`src/rtl/charge_seq_pkg.sv`:
```
package charge_seq_pkg;
    typedef enum logic [2:0] {
        ST_SLEEP,
        ST_IDLE,
        ST_PRE,
        ST_FAST,
        ST_TAPER,
        ST_DONE,
        ST_FAULT
    } chg_state_e;

    localparam int NFLT  = 5;
    localparam int F_SUP = 0;
    localparam int F_LOW = 1;
    localparam int F_RCH = 2;
    localparam int F_TAP = 3;
    localparam int F_TRM = 4;

    localparam logic [1:0] CUR_RSET  = 2'b00;
    localparam logic [1:0] CUR_100MA = 2'b01;
    localparam logic [1:0] CUR_500MA = 2'b10;
endpackage

```
`src/rtl/charge_seq_deglitch.sv`:
```
module charge_seq_deglitch #(
    parameter int NF       = 5,
    parameter int DG_TICKS = 375
) (
    input  logic          clk,
    input  logic          rst_n,
    input  logic          tick,
    input  logic [NF-1:0] raw,
    output logic [NF-1:0] filt
);
    localparam int DGW = (DG_TICKS < 2) ? 1 : $clog2(DG_TICKS);
    localparam logic [DGW-1:0] DG_LAST = DGW'(DG_TICKS - 1);

    for (genvar g = 0; g < NF; g++) begin : g_flt
        logic [DGW-1:0] run;
        always_ff @(posedge clk or negedge rst_n) begin
            if (!rst_n) begin
                filt[g] <= 1'b0;
                run     <= '0;
            end else if (raw[g] == filt[g]) begin
                run <= '0;
            end else if (tick) begin
                if (run == DG_LAST) begin
                    filt[g] <= raw[g];
                    run     <= '0;
                end else begin
                    run <= run + 1'b1;
                end
            end
        end
    end
endmodule

```
`src/rtl/charge_seq_timer.sv`:
```
module charge_seq_timer #(
    parameter int TW = 16
) (
    input  logic          clk,
    input  logic          rst_n,
    input  logic          clr,
    input  logic          adv,
    input  logic [TW-1:0] limit,
    output logic          expired
);
    logic [TW-1:0] cnt;

    always_ff @(posedge clk or negedge rst_n) begin
        if (!rst_n)                     cnt <= '0;
        else if (clr)                   cnt <= '0;
        else if (adv && cnt < limit)    cnt <= cnt + 1'b1;
    end

    assign expired = (cnt >= limit);
endmodule

```
`src/rtl/charge_seq.sv`:
```
module charge_seq
    import charge_seq_pkg::*;
#(
    parameter int DG_TICKS    = 375,
    parameter int PRE_TICKS   = 1800000,
    parameter int CHG_TICKS   = 18000000,
    parameter int TAPER_TICKS = 1800000
) (
    input  logic       clk,
    input  logic       rst_n,
    input  logic       tick,
    input  logic       supply_ok,
    input  logic       bat_low,
    input  logic       bat_below_rch,
    input  logic       at_reg,
    input  logic       i_below_taper,
    input  logic       i_below_term,
    input  logic       over_temp,
    input  logic       chg_en_n,
    input  logic       usb_src,
    input  logic [1:0] usb_sel,
    output logic       chg_on,
    output logic [1:0] cur_sel,
    output logic       fault_cur_en,
    output logic       stat1_n,
    output logic       stat2_n,
    output logic       pg_n
);
    localparam int MAX_A  = (PRE_TICKS > TAPER_TICKS) ? PRE_TICKS : TAPER_TICKS;
    localparam int MAX_T  = (CHG_TICKS > MAX_A) ? CHG_TICKS : MAX_A;
    localparam int TW     = $clog2(MAX_T + 1);

    logic [NFLT-1:0] raw, filt;
    logic            sup_f, low_f, rch_f, tap_f, trm_f;
    chg_state_e      st, nxt;
    logic            armed, tclr, t_adv, t_exp, allowed, charging;
    logic [TW-1:0]   t_lim;

    assign raw = {i_below_term, i_below_taper, bat_below_rch, bat_low, supply_ok};

    charge_seq_deglitch #(.NF(NFLT), .DG_TICKS(DG_TICKS)) u_dg (
        .clk(clk), .rst_n(rst_n), .tick(tick), .raw(raw), .filt(filt)
    );

    assign sup_f = filt[F_SUP];
    assign low_f = filt[F_LOW];
    assign rch_f = filt[F_RCH];
    assign tap_f = filt[F_TAP];
    assign trm_f = filt[F_TRM];

    assign allowed  = !over_temp && !(usb_src && usb_sel[1]);
    assign charging = (st == ST_PRE) || (st == ST_FAST) || (st == ST_TAPER);
    assign t_adv    = tick && allowed && charging;

    always_comb begin
        unique case (st)
            ST_PRE:   t_lim = TW'(PRE_TICKS);
            ST_TAPER: t_lim = TW'(TAPER_TICKS);
            default:  t_lim = TW'(CHG_TICKS);
        endcase
    end

    charge_seq_timer #(.TW(TW)) u_tmr (
        .clk(clk), .rst_n(rst_n), .clr(tclr), .adv(t_adv),
        .limit(t_lim), .expired(t_exp)
    );

    always_comb begin
        nxt = st;
        if (!sup_f) begin
            nxt = ST_SLEEP;
        end else if (chg_en_n) begin
            nxt = ST_IDLE;
        end else begin
            unique case (st)
                ST_SLEEP: nxt = ST_IDLE;
                ST_IDLE:  nxt = low_f ? ST_PRE : ST_FAST;
                ST_PRE: begin
                    if (!low_f)     nxt = ST_FAST;
                    else if (t_exp) nxt = ST_FAULT;
                end
                ST_FAST: begin
                    if (low_f)                nxt = ST_PRE;
                    else if (trm_f)           nxt = ST_DONE;
                    else if (t_exp)           nxt = ST_FAULT;
                    else if (at_reg && tap_f) nxt = ST_TAPER;
                end
                ST_TAPER: begin
                    if (trm_f)      nxt = ST_DONE;
                    else if (tap_f && t_exp) nxt = ST_DONE;
                end
                ST_DONE:  if (rch_f)          nxt = low_f ? ST_PRE : ST_FAST;
                ST_FAULT: if (armed && rch_f) nxt = low_f ? ST_PRE : ST_FAST;
                default:  nxt = ST_SLEEP;
            endcase
        end
    end

    assign tclr = (nxt != st) || ((st == ST_TAPER) && !tap_f);

    always_ff @(posedge clk or negedge rst_n) begin
        if (!rst_n) begin
            st    <= ST_SLEEP;
            armed <= 1'b0;
        end else begin
            st    <= nxt;
            armed <= (st == ST_FAULT) && (armed || !rch_f);
        end
    end

    always_comb begin
        chg_on       = charging && allowed;
        fault_cur_en = (st == ST_FAULT) && !armed && rch_f;
        pg_n         = (st == ST_SLEEP);
        cur_sel      = CUR_RSET;
        if (chg_on && usb_src)
            cur_sel = usb_sel[0] ? CUR_500MA : CUR_100MA;
        unique case (st)
            ST_PRE:            {stat1_n, stat2_n} = 2'b00;
            ST_FAST, ST_TAPER: {stat1_n, stat2_n} = 2'b01;
            ST_DONE:           {stat1_n, stat2_n} = 2'b10;
            default:           {stat1_n, stat2_n} = 2'b11;
        endcase
    end
endmodule

```
`config.mk`:
```
export PLATFORM = sky130hd
export DESIGN_NAME = charge_seq
export DESIGN_NICKNAME = d
export VERILOG_FILES = /design/src/rtl/charge_seq_pkg.sv /design/src/rtl/charge_seq_deglitch.sv /design/src/rtl/charge_seq_timer.sv /design/src/rtl/charge_seq.sv
export SDC_FILE = /design/constraint.sdc
export NUM_CORES = 1
export LEC_CHECK = 0
export ABC_CLOCK_PERIOD_IN_PS = 4800
export BUFFER_PORTS_ARGS = -buffer_cell sky130_fd_sc_hd__buf_4
export CELL_PAD_IN_SITES_DETAIL_PLACEMENT = 0
export CELL_PAD_IN_SITES_GLOBAL_PLACEMENT = 1
export CORE_ASPECT_RATIO = 1.2
export CORE_MARGIN = 10
export CORE_UTILIZATION = 26
export DETAILED_ROUTE_END_ITERATION = 8
export HOLD_SLACK_MARGIN = 0.05
export PLACE_DENSITY_LB_ADDON = 0.1
export SLEW_MARGIN = 20
export SYNTH_ARGS = -nofsm -noshare
export SYNTH_HDL_FRONTEND = slang
export SYNTH_SLANG_ARGS = --single-unit
```
`constraint.sdc`:
```
create_clock -name clk -period 4.8 [get_ports clk]
set_input_delay 0.48 -clock clk [delete_from_list [all_inputs] [get_ports clk]]
set_output_delay 0.48 -clock clk [all_outputs]
set_load 0.02 [all_outputs]
```
==> results.md <==
Clocking:
- The H-tree was split into 3 levels.
- The CTS clock-pin slew for the worst setup and hold paths is around 70 ps.
- Once the clock tree was built, the resizer swapped 0 gates to a different size.
- TritonCTS built the clock tree.
- The number of buffers inserted by post-CTS setup repair is 0.
- For the worst-skew pair, the clock arrives at the later sink with an insertion delay of between 300 and 400 ps.
- The number of buffers inserted for hold repair after clock tree synthesis is 0.
- The tree is rooted in a sky130_fd_sc_hd__clkbuf_16.
- The clock sink total is around 80.
- Clock tree synthesis inserted a total of 9 buffers.
- The clock passes through at most 2 buffers.

Timing:
- Setup violations remaining at the end of the flow were counted as 0.
- In the finished design, the share of the clock period the worst path needs comes to 0.852.
- Static timing analysis puts the maximum clock frequency at 0.244 GHz.
- The measured slew at the worst slew-check pin is approximately 900 ps.
- For the final routed database, the setup TNS stands at 0 ps.
- On the final layout, the worst clock skew is between 10 and 15 ps.
- Measured against its own limit, the worst slew margin works out to 0.400.
- The post-route worst setup slack is about 710 ps.
- The number of endpoints with negative hold slack in the final report is 0.
- The max-slew violation count is 0.
- On the final layout, the worst hold slack is roughly 140 ps.
- The clock period minus worst slack is just over 4000 ps.
- Setup repair after global routing left no endpoint under its margin.

Pwr:
- The power density normalized to cell area is 277 mW/mm^2.
- The design draws approximately 1.6 mW.
- The peak supply drop is between 0.1 and 0.15 mV.
- The static leakage power is approximately 2.3 nW.

Status:
- The run finished with clean final reports.

Layout:
- In the final design database the tool counted 603 nets.
- The layout-stage area growth over the synthesis result is 15.0%.
- The number of antenna diodes is 0.
- The finished cells cover approximately 0.0058 mm^2.
- Leaving out fill and tap cells, the most frequent cells in the layout are sky130_fd_sc_hd__dfrtp_1, sky130_fd_sc_hd__o21ai_0, sky130_fd_sc_hd__nand2_1.
- The number of cells in the finished layout apart from fillers is between 800 and 900.
- For this run, the share of the core covered by cells in the final layout is 0.305.
- Of the cells placed in the final design, the portion with a size suffix greater than 1 is 0.144.
- The most common cell after layout, fill and taps aside is sky130_fd_sc_hd__dfrtp_1.

Synthesis:
- The share of flip-flops with an asynchronous set or reset after synthesis is 1.00.
- The top-area cell type share of the netlist area is 0.394.
- The summed instance area of the synthesized netlist is between 0.005 and 0.006 mm^2.
- Synthesis produced 550 cells.
- By area the synthesized netlist is led by sky130_fd_sc_hd__dfrtp_1, sky130_fd_sc_hd__o21ai_0, sky130_fd_sc_hd__ha_1.
- The register area share after synthesis is 0.394.
- The count of yosys warnings during synthesis is 0.
- The number of distinct library cells after synthesis is 53.
- The most used flip-flop cell after synthesis is sky130_fd_sc_hd__dfrtp_1.
- When the netlist entered floorplanning its net count stood at 588.
- The average size of a mapped cell is roughly 9 um^2.
- The biggest area contributor in the post-synthesis netlist is sky130_fd_sc_hd__dfrtp_1.
- Counting flops with a built-in enable in the synthesized netlist gives 0.
- The synthesized design contains between 70 and 80 register bits.

Floorplan:
- For this configuration, the core starts out at a cell density of 0.265.
- The site row count is 55.
- From left edge to right edge, the die measures ~150 um.
- The floorplan step defined a die boundary enclosing about 0.025 mm^2.
- The region available for standard cell placement spans between 0.015 and 0.02 mm^2.
- The number of top-level pins is 21.
- The height of the die is 172 um.

Drt:
- The number of DRC violations after detailed-routing iteration 0 is 162.
- The total vias in the final route is 3,976.
- The routed length per placed instance is between 15 and 20 um.
- In this run the remaining antenna-violating nets after routing total 0.
- The post-detailed-routing wire length is approximately 13,000 um.
- The first detailed-routing pass ran for 4 iterations.
- The number of remaining DRC errors is 0.
- Dividing the detail-routed via count by the number of cells gives 4.81.

Critical path:
- STA classifies the critical path startpoint as a flop.
- In this run the worst path has a maximum fanout of 25.
- The startpoint-to-endpoint class of the critical path is reg -> reg.
- STA puts the critical path data required time at 5010 ps.
- The worst setup path is captured at a flop.
- STA puts the critical path data arrival time at between 4000 and 5000 ps.

Placed design:
- Prior to clock tree synthesis, the placed netlist has a worst setup slack of slightly above 700 ps.
- Input and output buffers added on the ports amount to 20.
- The number of placed instances with taps included is between 800 and 900.
- The post-placement cell area is between 0.005 and 0.006 mm^2.
- The HPWL reported at the end of detailed placement is roughly 8900 um.
- The routability congestion estimate is roughly 0.75.

Global route:
- Entering global routing, the biggest net connects 43 pins.
- The number of global-route vias before repair is ~4,000.
- The global routing usage summed across all routing layers is 0.105.
- The total overflow left after global routing is 0.
- The initial antenna violation count is 0.
- The first global-routing pass estimated about 21,000 um of wire.

Hold path:
- The tightest min-delay check is of the in -> async type.

Run:
- The max-cap violation count is 0.
## logic make-up after synthesis
| group | share of synthesized area |
|---|---|
| compound gates | 0.132 |
| mux | 0.0177 |
| flops | 0.394 |
| fa+ha+maj | 0.0599 |
| buf+inv | 0.0294 |
| xor+xnor | 0.0698 |
| simple gates | 0.297 |
## worst max-delay path: stages, from the launching register on
cell and delay [ps]:
sky130_fd_sc_hd__dfrtp_1 360, sky130_fd_sc_hd__buf_4 190, sky130_fd_sc_hd__nand2b_1 170, sky130_fd_sc_hd__a21oi_1 510, sky130_fd_sc_hd__inv_1 310, sky130_fd_sc_hd__ha_1 390, sky130_fd_sc_hd__nand4_1 170, sky130_fd_sc_hd__nor4_2 470
sky130_fd_sc_hd__nand4_1 230, sky130_fd_sc_hd__nor4_1 490, sky130_fd_sc_hd__a2111oi_4 60, sky130_fd_sc_hd__o2111ai_2 90, sky130_fd_sc_hd__buf_4 400, sky130_fd_sc_hd__nor3_1 100
## cell usage after synthesis, types with 2 or more instances
| cell | n |
|---|---|
| sky130_fd_sc_hd__nor3_2 | 20 |
| sky130_fd_sc_hd__xnor2_1 | 25 |
| sky130_fd_sc_hd__a21boi_0 | 2 |
| sky130_fd_sc_hd__nand4bb_1 | 2 |
| sky130_fd_sc_hd__nand2_1 | 47 |
| sky130_fd_sc_hd__nor2_1 | 45 |
| sky130_fd_sc_hd__nor4_1 | 3 |
| sky130_fd_sc_hd__mux2_2 | 7 |
| sky130_fd_sc_hd__a31oi_1 | 2 |
| sky130_fd_sc_hd__nand2b_1 | 15 |
| sky130_fd_sc_hd__nand4_1 | 19 |
| sky130_fd_sc_hd__and2_1 | 13 |
| sky130_fd_sc_hd__a21oi_1 | 9 |
| sky130_fd_sc_hd__nor2b_1 | 15 |
| sky130_fd_sc_hd__or3_1 | 3 |
| sky130_fd_sc_hd__nor4bb_1 | 4 |
| sky130_fd_sc_hd__xor2_1 | 15 |
| sky130_fd_sc_hd__o211ai_1 | 4 |
| sky130_fd_sc_hd__buf_2 | 4 |
| sky130_fd_sc_hd__buf_6 | 2 |
| sky130_fd_sc_hd__o21ai_0 | 61 |
| sky130_fd_sc_hd__and3_1 | 13 |
| sky130_fd_sc_hd__and4_1 | 7 |
| sky130_fd_sc_hd__nand3_1 | 31 |
| sky130_fd_sc_hd__dfrtp_1 | 79 |
| sky130_fd_sc_hd__o31ai_1 | 12 |
| sky130_fd_sc_hd__clkbuf_1 | 16 |
| sky130_fd_sc_hd__ha_1 | 24 |
| sky130_fd_sc_hd__nor3_1 | 14 |
| sky130_fd_sc_hd__a21o_1 | 3 |
| sky130_fd_sc_hd__inv_1 | 10 |
| sky130_fd_sc_hd__nand3b_1 | 3 |
## final timing paths
kind / startpoint / end / slack, ps / cells past startpoint
max in group asynchronous: rst_n / u_dg.filt[3]$_DFFE_PN0P_ / 3710 / 2
max: st[1]$_DFF_PN0_ / u_tmr.cnt[17]$_DFFE_PN0P_ / 710 / 13
min reg2reg: u_dg.g_flt[2].run[4]$_DFFE_PN0P_ / u_dg.g_flt[2].run[4]$_DFFE_PN0P_ / 470 / 1
min: rst_n / u_dg.g_flt[2].run[8]$_DFFE_PN0P_ / 140 / 1
min in group clk: bat_below_rch / u_dg.filt[2]$_DFFE_PN0P_ / 390 / 2
max reg2reg: st[1]$_DFF_PN0_ / u_tmr.cnt[17]$_DFFE_PN0P_ / 710 / 13
## per-layer routing
| metal | wire, um | vias to the layer above | global-route usage |
|---|---|---|---|
| li1 | - | 2006 | - |
| met1 | 5850 | 1926 | 0.132 |
| met2 | 6250 | 33 | 0.174 |
| met3 | 226 | 11 | 0.0207 |
| met4 | 206 | 0 | 0.0418 |
| met5 | 0 | - | 0 |
## layout make-up
class                   count  area, um^2
fillers                  2032       13200
multi-input cells         437        2900
flip-flops and latches     79        1980
well taps                 256         320
clock buffers              10         239
repair buffers             27         203
clock inverters             6        93.8
inverters                  11        41.3
## flip-flops by register name, indices dropped and copies added, names as in the netlist
register and flops:
st 3, u_dg.filt 5, u_dg.g_flt.run 45, u_tmr.cnt 25, armed 1
## report_power, final
group	switching [mW]	leakage, nW	internal, mW	total (mW)
Clock	0.305	0.159	0.473	0.777
Combinational	0.0833	1.09	0.0384	0.122
Sequential	0.0187	1.09	0.679	0.698
Total	0.407	2.34	1.19	1.60
No activity file was read; power rests on OpenSTA's default activity.
